===== src/rtl/crc16_pkg.sv =====
package crc16_pkg;
  typedef enum logic [1:0] {
    SEL_CODE = 2'd0,
    SEL_BYTE = 2'd1,
    SEL_STAT = 2'd2,
    SEL_NONE = 2'd3
  } reg_sel_e;

  // one reflected shift step of the code
  function automatic logic [15:0] refl_step(input logic [15:0] c, input logic d, input logic [15:0] poly);
    logic fb;
    fb = c[0] ^ d;
    return (c >> 1) ^ ({16{fb}} & poly);
  endfunction
endpackage


===== src/rtl/crc16_decode.sv =====
module crc16_decode #(
  parameter int unsigned ADDR_W = 2,
  parameter int unsigned LANES  = 2
) (
  input  logic [ADDR_W-1:0] addr_i,
  input  logic              wr_i,
  input  logic [LANES-1:0]  be_i,
  input  logic              busy_i,
  output logic [LANES-1:0]  load_lane_o,
  output logic              abort_o,
  output logic              start_o,
  output logic              ready_o,
  output crc16_pkg::reg_sel_e sel_o
);
  import crc16_pkg::*;

  logic hit_code, hit_byte, byte_req;

  always_comb begin
    case (addr_i[1:0])
      2'd0:    sel_o = SEL_CODE;
      2'd1:    sel_o = SEL_BYTE;
      2'd2:    sel_o = SEL_STAT;
      default: sel_o = SEL_NONE;
    endcase
    if (ADDR_W > 2 && (addr_i >> 2) != '0) sel_o = SEL_NONE;
  end

  assign hit_code = wr_i && (sel_o == SEL_CODE);
  assign hit_byte = wr_i && (sel_o == SEL_BYTE);
  assign byte_req = hit_byte && be_i[0];

  for (genvar l = 0; l < LANES; l++) begin : g_lane
    assign load_lane_o[l] = hit_code && be_i[l];
  end

  assign abort_o = |load_lane_o;
  assign start_o = byte_req && !busy_i;
  assign ready_o = !(byte_req && busy_i);
endmodule


===== src/rtl/crc16_seq.sv =====
module crc16_seq #(
  parameter int unsigned NCYC = 2
) (
  input  logic clk_i,
  input  logic rst_ni,
  input  logic start_i,
  input  logic abort_i,
  output logic busy_o,
  output logic step_o
);
  localparam int unsigned CNT_W = $clog2(NCYC + 1);

  logic [CNT_W-1:0] left_q;

  always_ff @(posedge clk_i or negedge rst_ni) begin
    if (!rst_ni)            left_q <= '0;
    else if (abort_i)       left_q <= '0;
    else if (start_i)       left_q <= CNT_W'(NCYC);
    else if (left_q != '0)  left_q <= left_q - 1'b1;
  end

  assign busy_o = (left_q != '0);
  assign step_o = busy_o && !abort_i;
endmodule


===== src/rtl/crc16_datapath.sv =====
module crc16_datapath #(
  parameter int unsigned    CRC_W  = 16,
  parameter int unsigned    BYTE_W = 8,
  parameter int unsigned    STEPS  = 4,
  parameter logic [15:0]    POLY   = 16'h8408
) (
  input  logic                    clk_i,
  input  logic                    rst_ni,
  input  logic [CRC_W/BYTE_W-1:0] load_lane_i,
  input  logic                    start_i,
  input  logic                    step_i,
  input  logic [CRC_W-1:0]        wdata_i,
  output logic [CRC_W-1:0]        code_o,
  output logic [BYTE_W-1:0]       byte_o
);
  localparam int unsigned LANES = CRC_W / BYTE_W;

  logic [CRC_W-1:0]  code_q;
  logic [BYTE_W-1:0] sh_q, in_q;

  logic [CRC_W-1:0]  c_w [STEPS+1];
  logic [BYTE_W-1:0] d_w [STEPS+1];

  assign c_w[0] = code_q;
  assign d_w[0] = sh_q;

  for (genvar g = 0; g < STEPS; g++) begin : g_step
    assign c_w[g+1] = crc16_pkg::refl_step(c_w[g], d_w[g][0], POLY);
    assign d_w[g+1] = d_w[g] >> 1;
  end

  for (genvar l = 0; l < LANES; l++) begin : g_code
    always_ff @(posedge clk_i or negedge rst_ni) begin
      if (!rst_ni)             code_q[l*BYTE_W +: BYTE_W] <= '0;
      else if (load_lane_i[l]) code_q[l*BYTE_W +: BYTE_W] <= wdata_i[l*BYTE_W +: BYTE_W];
      else if (step_i && load_lane_i == '0)
                               code_q[l*BYTE_W +: BYTE_W] <= c_w[STEPS][l*BYTE_W +: BYTE_W];
    end
  end

  always_ff @(posedge clk_i or negedge rst_ni) begin
    if (!rst_ni) begin
      sh_q <= '0;
      in_q <= '0;
    end else if (start_i) begin
      sh_q <= wdata_i[BYTE_W-1:0];
      in_q <= wdata_i[BYTE_W-1:0];
    end else if (step_i) begin
      sh_q <= d_w[STEPS];
    end
  end

  assign code_o = code_q;
  assign byte_o = in_q;
endmodule


===== src/rtl/crc16_regs.sv =====
module crc16_regs #(
  parameter int unsigned CRC_W  = 16,
  parameter int unsigned BYTE_W = 8,
  parameter int unsigned STEPS  = 4,
  parameter int unsigned ADDR_W = 2,
  parameter logic [15:0] POLY   = 16'h8408
) (
  input  logic                    clk_i,
  input  logic                    rst_ni,
  input  logic [ADDR_W-1:0]       addr_i,
  input  logic                    wr_i,
  input  logic [CRC_W/BYTE_W-1:0] be_i,
  input  logic [CRC_W-1:0]        wdata_i,
  output logic [CRC_W-1:0]        rdata_o,
  output logic                    busy_o,
  output logic                    ready_o
);
  import crc16_pkg::*;

  localparam int unsigned LANES = CRC_W / BYTE_W;
  localparam int unsigned NCYC  = BYTE_W / STEPS;

  logic [LANES-1:0]  load_lane;
  logic              abort, start, step, busy;
  logic [CRC_W-1:0]  code_w;
  logic [BYTE_W-1:0] byte_w;
  reg_sel_e          sel;

  crc16_decode #(.ADDR_W(ADDR_W), .LANES(LANES)) u_dec (
    .addr_i, .wr_i, .be_i, .busy_i(busy),
    .load_lane_o(load_lane), .abort_o(abort), .start_o(start),
    .ready_o, .sel_o(sel)
  );

  crc16_seq #(.NCYC(NCYC)) u_seq (
    .clk_i, .rst_ni, .start_i(start), .abort_i(abort),
    .busy_o(busy), .step_o(step)
  );

  crc16_datapath #(.CRC_W(CRC_W), .BYTE_W(BYTE_W), .STEPS(STEPS), .POLY(POLY)) u_dp (
    .clk_i, .rst_ni, .load_lane_i(load_lane), .start_i(start), .step_i(step),
    .wdata_i, .code_o(code_w), .byte_o(byte_w)
  );

  always_comb begin
    case (sel)
      SEL_CODE: rdata_o = code_w;
      SEL_BYTE: rdata_o = CRC_W'(byte_w);
      SEL_STAT: rdata_o = CRC_W'(busy);
      default:  rdata_o = '0;
    endcase
  end

  assign busy_o = busy;
endmodule


===== config.mk =====
export PLATFORM = sky130hd
export DESIGN_NAME = crc16_regs
export DESIGN_NICKNAME = d
export VERILOG_FILES = /design/src/rtl/crc16_pkg.sv /design/src/rtl/crc16_decode.sv /design/src/rtl/crc16_seq.sv /design/src/rtl/crc16_datapath.sv /design/src/rtl/crc16_regs.sv
export SDC_FILE = /design/constraint.sdc
export NUM_CORES = 1
export LEC_CHECK = 0
export BUFFER_PORTS_ARGS = -buffer_cell sky130_fd_sc_hd__buf_2
export CAP_MARGIN = 20
export CORE_UTILIZATION = 40
export DETAILED_ROUTE_END_ITERATION = 6
export HOLD_SLACK_MARGIN = 0.03
export PLACE_DENSITY_LB_ADDON = 0.25
export SLEW_MARGIN = 25
export SYNTH_ARGS = -nofsm -noshare
export SYNTH_HDL_FRONTEND = slang
export SYNTH_SLANG_ARGS = --single-unit

===== constraint.sdc =====
create_clock -name clk_i -period 3.7 [get_ports clk_i]
set_clock_uncertainty 0.1 [all_clocks]
set_input_delay 0.74 -clock clk_i [delete_from_list [all_inputs] [get_ports clk_i]]
set_output_delay 0.74 -clock clk_i [all_outputs]
set_load 0.005 [all_outputs]

==> out/qor.log <==
[placement] Cell Area, Placed 2050 um^2
[setup_path] type of element capturing the critical path output port
[setup_path] type of the worst setup path in -> out
[global_routing] pin count of the biggest net entering global routing 35
[clock_tree] register clock-pin slew on the reported worst setup and hold paths 0.06 ns
[final_layout] area added between synthesis and finish 17.3%
[setup_path] critical path arrival 1.69 ns
[synth] Synth Register Bits 34
[synth] number of synthesized flops with an enable pin 0
[timing] number of failing setup endpoints in the final timing report 0
[floorplanning] die width 69.5 um
[timing] Rel. slew slack 0.484
[final_layout] fraction of final layout cells with drive strength greater than 1 0.266
[synth] count of warnings emitted by yosys 0
[floorplanning] std cell rows 24
[synth] count of cell types in the netlist 35
[power] largest voltage drop on the vdd net 0.292 mV
[clock_tree] Inserted Clock Buffers 5
[synth] number of nets in the synthesized netlist 211
[detailed_routing] wire length after detailed routing 4.37 mm
[clock_tree] post-CTS resize count 0
[global_routing] Congestion Overflow GR 0
[final_layout] fill cell instance count of the final layout 405
[timing] max frequency 395 MHz
[timing] final period utilization 0.684
[synth] mean instance size in the synthesized netlist 9.76 um^2
[global_routing] antenna violations before repair 0
[floorplanning] I/O pin cnt 41
[timing] transition time at the pin with the least slew margin 0.774 ns
[detailed_routing] DRT antenna net count 0
[detailed_routing] total via count after detailed routing 1528
[clock_tree] setup fix buffers added after clock tree synthesis 0
[floorplanning] core box area 4350 um^2
[synth] synthesized area 1820 um^2
[clock_tree] clock buffer depth 2
[final_layout] Finished Layout Cells 281
[timing] final hold vios 0
[synth] Most used DFF post-synth sky130_fd_sc_hd__dfrtp_1
[timing] worst hold slack after final layout 0.405 ns
[synth] portion of the post-synthesis area used by sequential elements 0.466
[flow_run] count of max-cap constraint violations 0
[floorplanning] chip height 69.5 um
[detailed_routing] average vias per placed instance 5.44
[power] final total power 1.62 mW
[setup_path] Data required, critical path 2.86 ns
[placement] weighted congestion at the end of routability-driven global placement 0.784
[timing] setup TNS 0 ns
[placement] detailed-placement wirelength estimate 3.26 mm
[detailed_routing] Routed WL per cell 15.5 um
[final_layout] final net count 252
[placement] post-placement worst setup slack 1.16 ns
[global_routing] wire length of the first global-routing pass 7.18 mm
[final_layout] ant diodes 0
[global_routing] overall track demand over capacity in global routing 0.195
[final_layout] Layout Utilization 0.491
[timing] final worst slack 1.17 ns
[detailed_routing] Remaining DRCs 0
[clock_tree] TritonCTS clock tree built
[placement] Cells after DPL 273
[clock_tree] depth of the CTS H-tree 2
[clock_tree] hold bufs inserted after CTS 0
[floorplanning] Die Area 4830 um^2
[synth] Mapped Cells 187
[clock_tree] later-pin clock latency in the skew report 0.28 ns
[outcome] run status finished clean
[clock_tree] Clock Root Buffer sky130_fd_sc_hd__clkbuf_8
[power] power per unit of standard cell area 756 nW/um^2
[worst_hold_path] Hold Crit Class reg -> reg
[timing] Max Transition Viols Final 0
[detailed_routing] total iterations of the first detailed-routing run 4
[placement] port buffer count 40
[global_routing] via count of the first global-routing pass 1428
[final_layout] post-route standard cell area excluding fillers 2140 um^2
[clock_tree] clock tree sinks 34
[detailed_routing] First DRT Iteration DRCs 94
[setup_path] largest driver fanout on the critical path 14
[timing] setup repair after global routing missed its margin false
[power] Leakage 1.07 nW
[timing] crit path time final 2.53 ns
[synth] share of flip-flops with an asynchronous set or reset after synthesis 1.00
[setup_path] critical path launch point type primary input
[floorplanning] Initial Util 0.419
-- sequential cells by signal (all words and copies together) (netlist names) --
register	count
u_dp.sh_q	8
u_dp.byte_o	8
u_seq.left_q	2
u_dp.code_o	16
-- final timing paths --
kind | slack, ns | cells after the start | startpoint | to
max reg2reg | 1.66 | 6 | u_seq.left_q[0]$_DFFE_PN0P_ | u_dp.code_o[15]$_DFFE_PN0P_
max | 1.17 | 4 | addr_i[0] | ready_o
min reg2reg | 0.40 | 2 | u_dp.sh_q[4]$_DFFE_PN0P_ | u_dp.sh_q[0]$_DFFE_PN0P_
min | 0.40 | 2 | u_dp.sh_q[4]$_DFFE_PN0P_ | u_dp.sh_q[0]$_DFFE_PN0P_
max in group asynchronous | 2.58 | 1 | rst_ni | u_seq.left_q[1]$_DFFE_PN0P_
min in group asynchronous | 0.42 | 1 | rst_ni | u_dp.code_o[1]$_DFFE_PN0P_
-- synthesized netlist by cell type (all sizes together), types with 6 or more instances --
library cell	n	area, um^2
mux2i	8	80.1
dfrtp	34	851
o21ai	8	51.3
xnor2	7	61.3
nand2	24	90.1
inv	6	22.5
buf	6	45.0
o22ai	10	75.1
and2	9	56.3
a21oi	10	53.8
a22oi	6	45.0
nor2	27	109
-- cell type report --
class | instances | area, um^2 | area share
clock buffers | 7 | 86.3 | 0.0404
clock inverters | 1 | 5.00 | 0.00234
inverters | 6 | 22.5 | 0.0105
multi-input cells | 140 | 902 | 0.422
flip-flops and latches | 34 | 851 | 0.398
well taps | 52 | 65.1 | 0.0304
repair buffers | 41 | 208 | 0.0971
-- power breakdown --
part	switching [mW]	internal [mW]	total (mW)
logic	0.365	0.324	0.688
registers	0.127	0.522	0.649
clock network	0.130	0.150	0.280
-- cell usage in the layout (no fill, tap or decap), types with 2 or more instances in the layout --
master,Yosys,final
sky130_fd_sc_hd__buf_2,3,40
sky130_fd_sc_hd__xnor2_1,7,7
sky130_fd_sc_hd__a221o_1,5,5
sky130_fd_sc_hd__o21ai_0,5,5
sky130_fd_sc_hd__o21ai_1,2,2
sky130_fd_sc_hd__o22ai_1,8,8
sky130_fd_sc_hd__nor3_1,3,3
sky130_fd_sc_hd__a22o_1,4,4
sky130_fd_sc_hd__a21oi_1,9,9
sky130_fd_sc_hd__a211oi_1,2,2
sky130_fd_sc_hd__mux2_2,4,4
sky130_fd_sc_hd__o22ai_2,2,2
sky130_fd_sc_hd__a22oi_1,6,6
sky130_fd_sc_hd__mux2i_1,8,8
sky130_fd_sc_hd__nor2_1,26,26
sky130_fd_sc_hd__clkbuf_8,0,6
sky130_fd_sc_hd__xor2_1,5,5
sky130_fd_sc_hd__inv_1,5,5
sky130_fd_sc_hd__nand2_1,24,24
sky130_fd_sc_hd__dfrtp_1,34,34
sky130_fd_sc_hd__and2_1,9,9
-- critical path, stage by stage --
cell and delay (ns):
sky130_fd_sc_hd__buf_2 0.28, sky130_fd_sc_hd__nand4b_1 0.31, sky130_fd_sc_hd__nand2b_1 0.24, sky130_fd_sc_hd__buf_2 0.12
-- routing by layer --
metal	wire [um]	up-vias	share of wire	track usage
met2	1930	40	0.44	0.290
met4	44	0	0.010	0.0612
met1	2200	744	0.50	0.277
li1	-	738	-	-
met3	197	6	0.045	0.0538
met5	0	-	0	0
-- cells by family after synthesis --
logic type / Yosys count / synth area share
and+or+nand+nor: 69 / 0.179
buffers and inverters: 13 / 0.0391
DFF: 34 / 0.466
AOI/OAI and AO/OA: 46 / 0.182
adders and majority gates: 1 / 0.00686
muxes: 12 / 0.0686
xor gates and xnor gates: 12 / 0.0576
No activity file was read; power rests on OpenSTA's default activity.
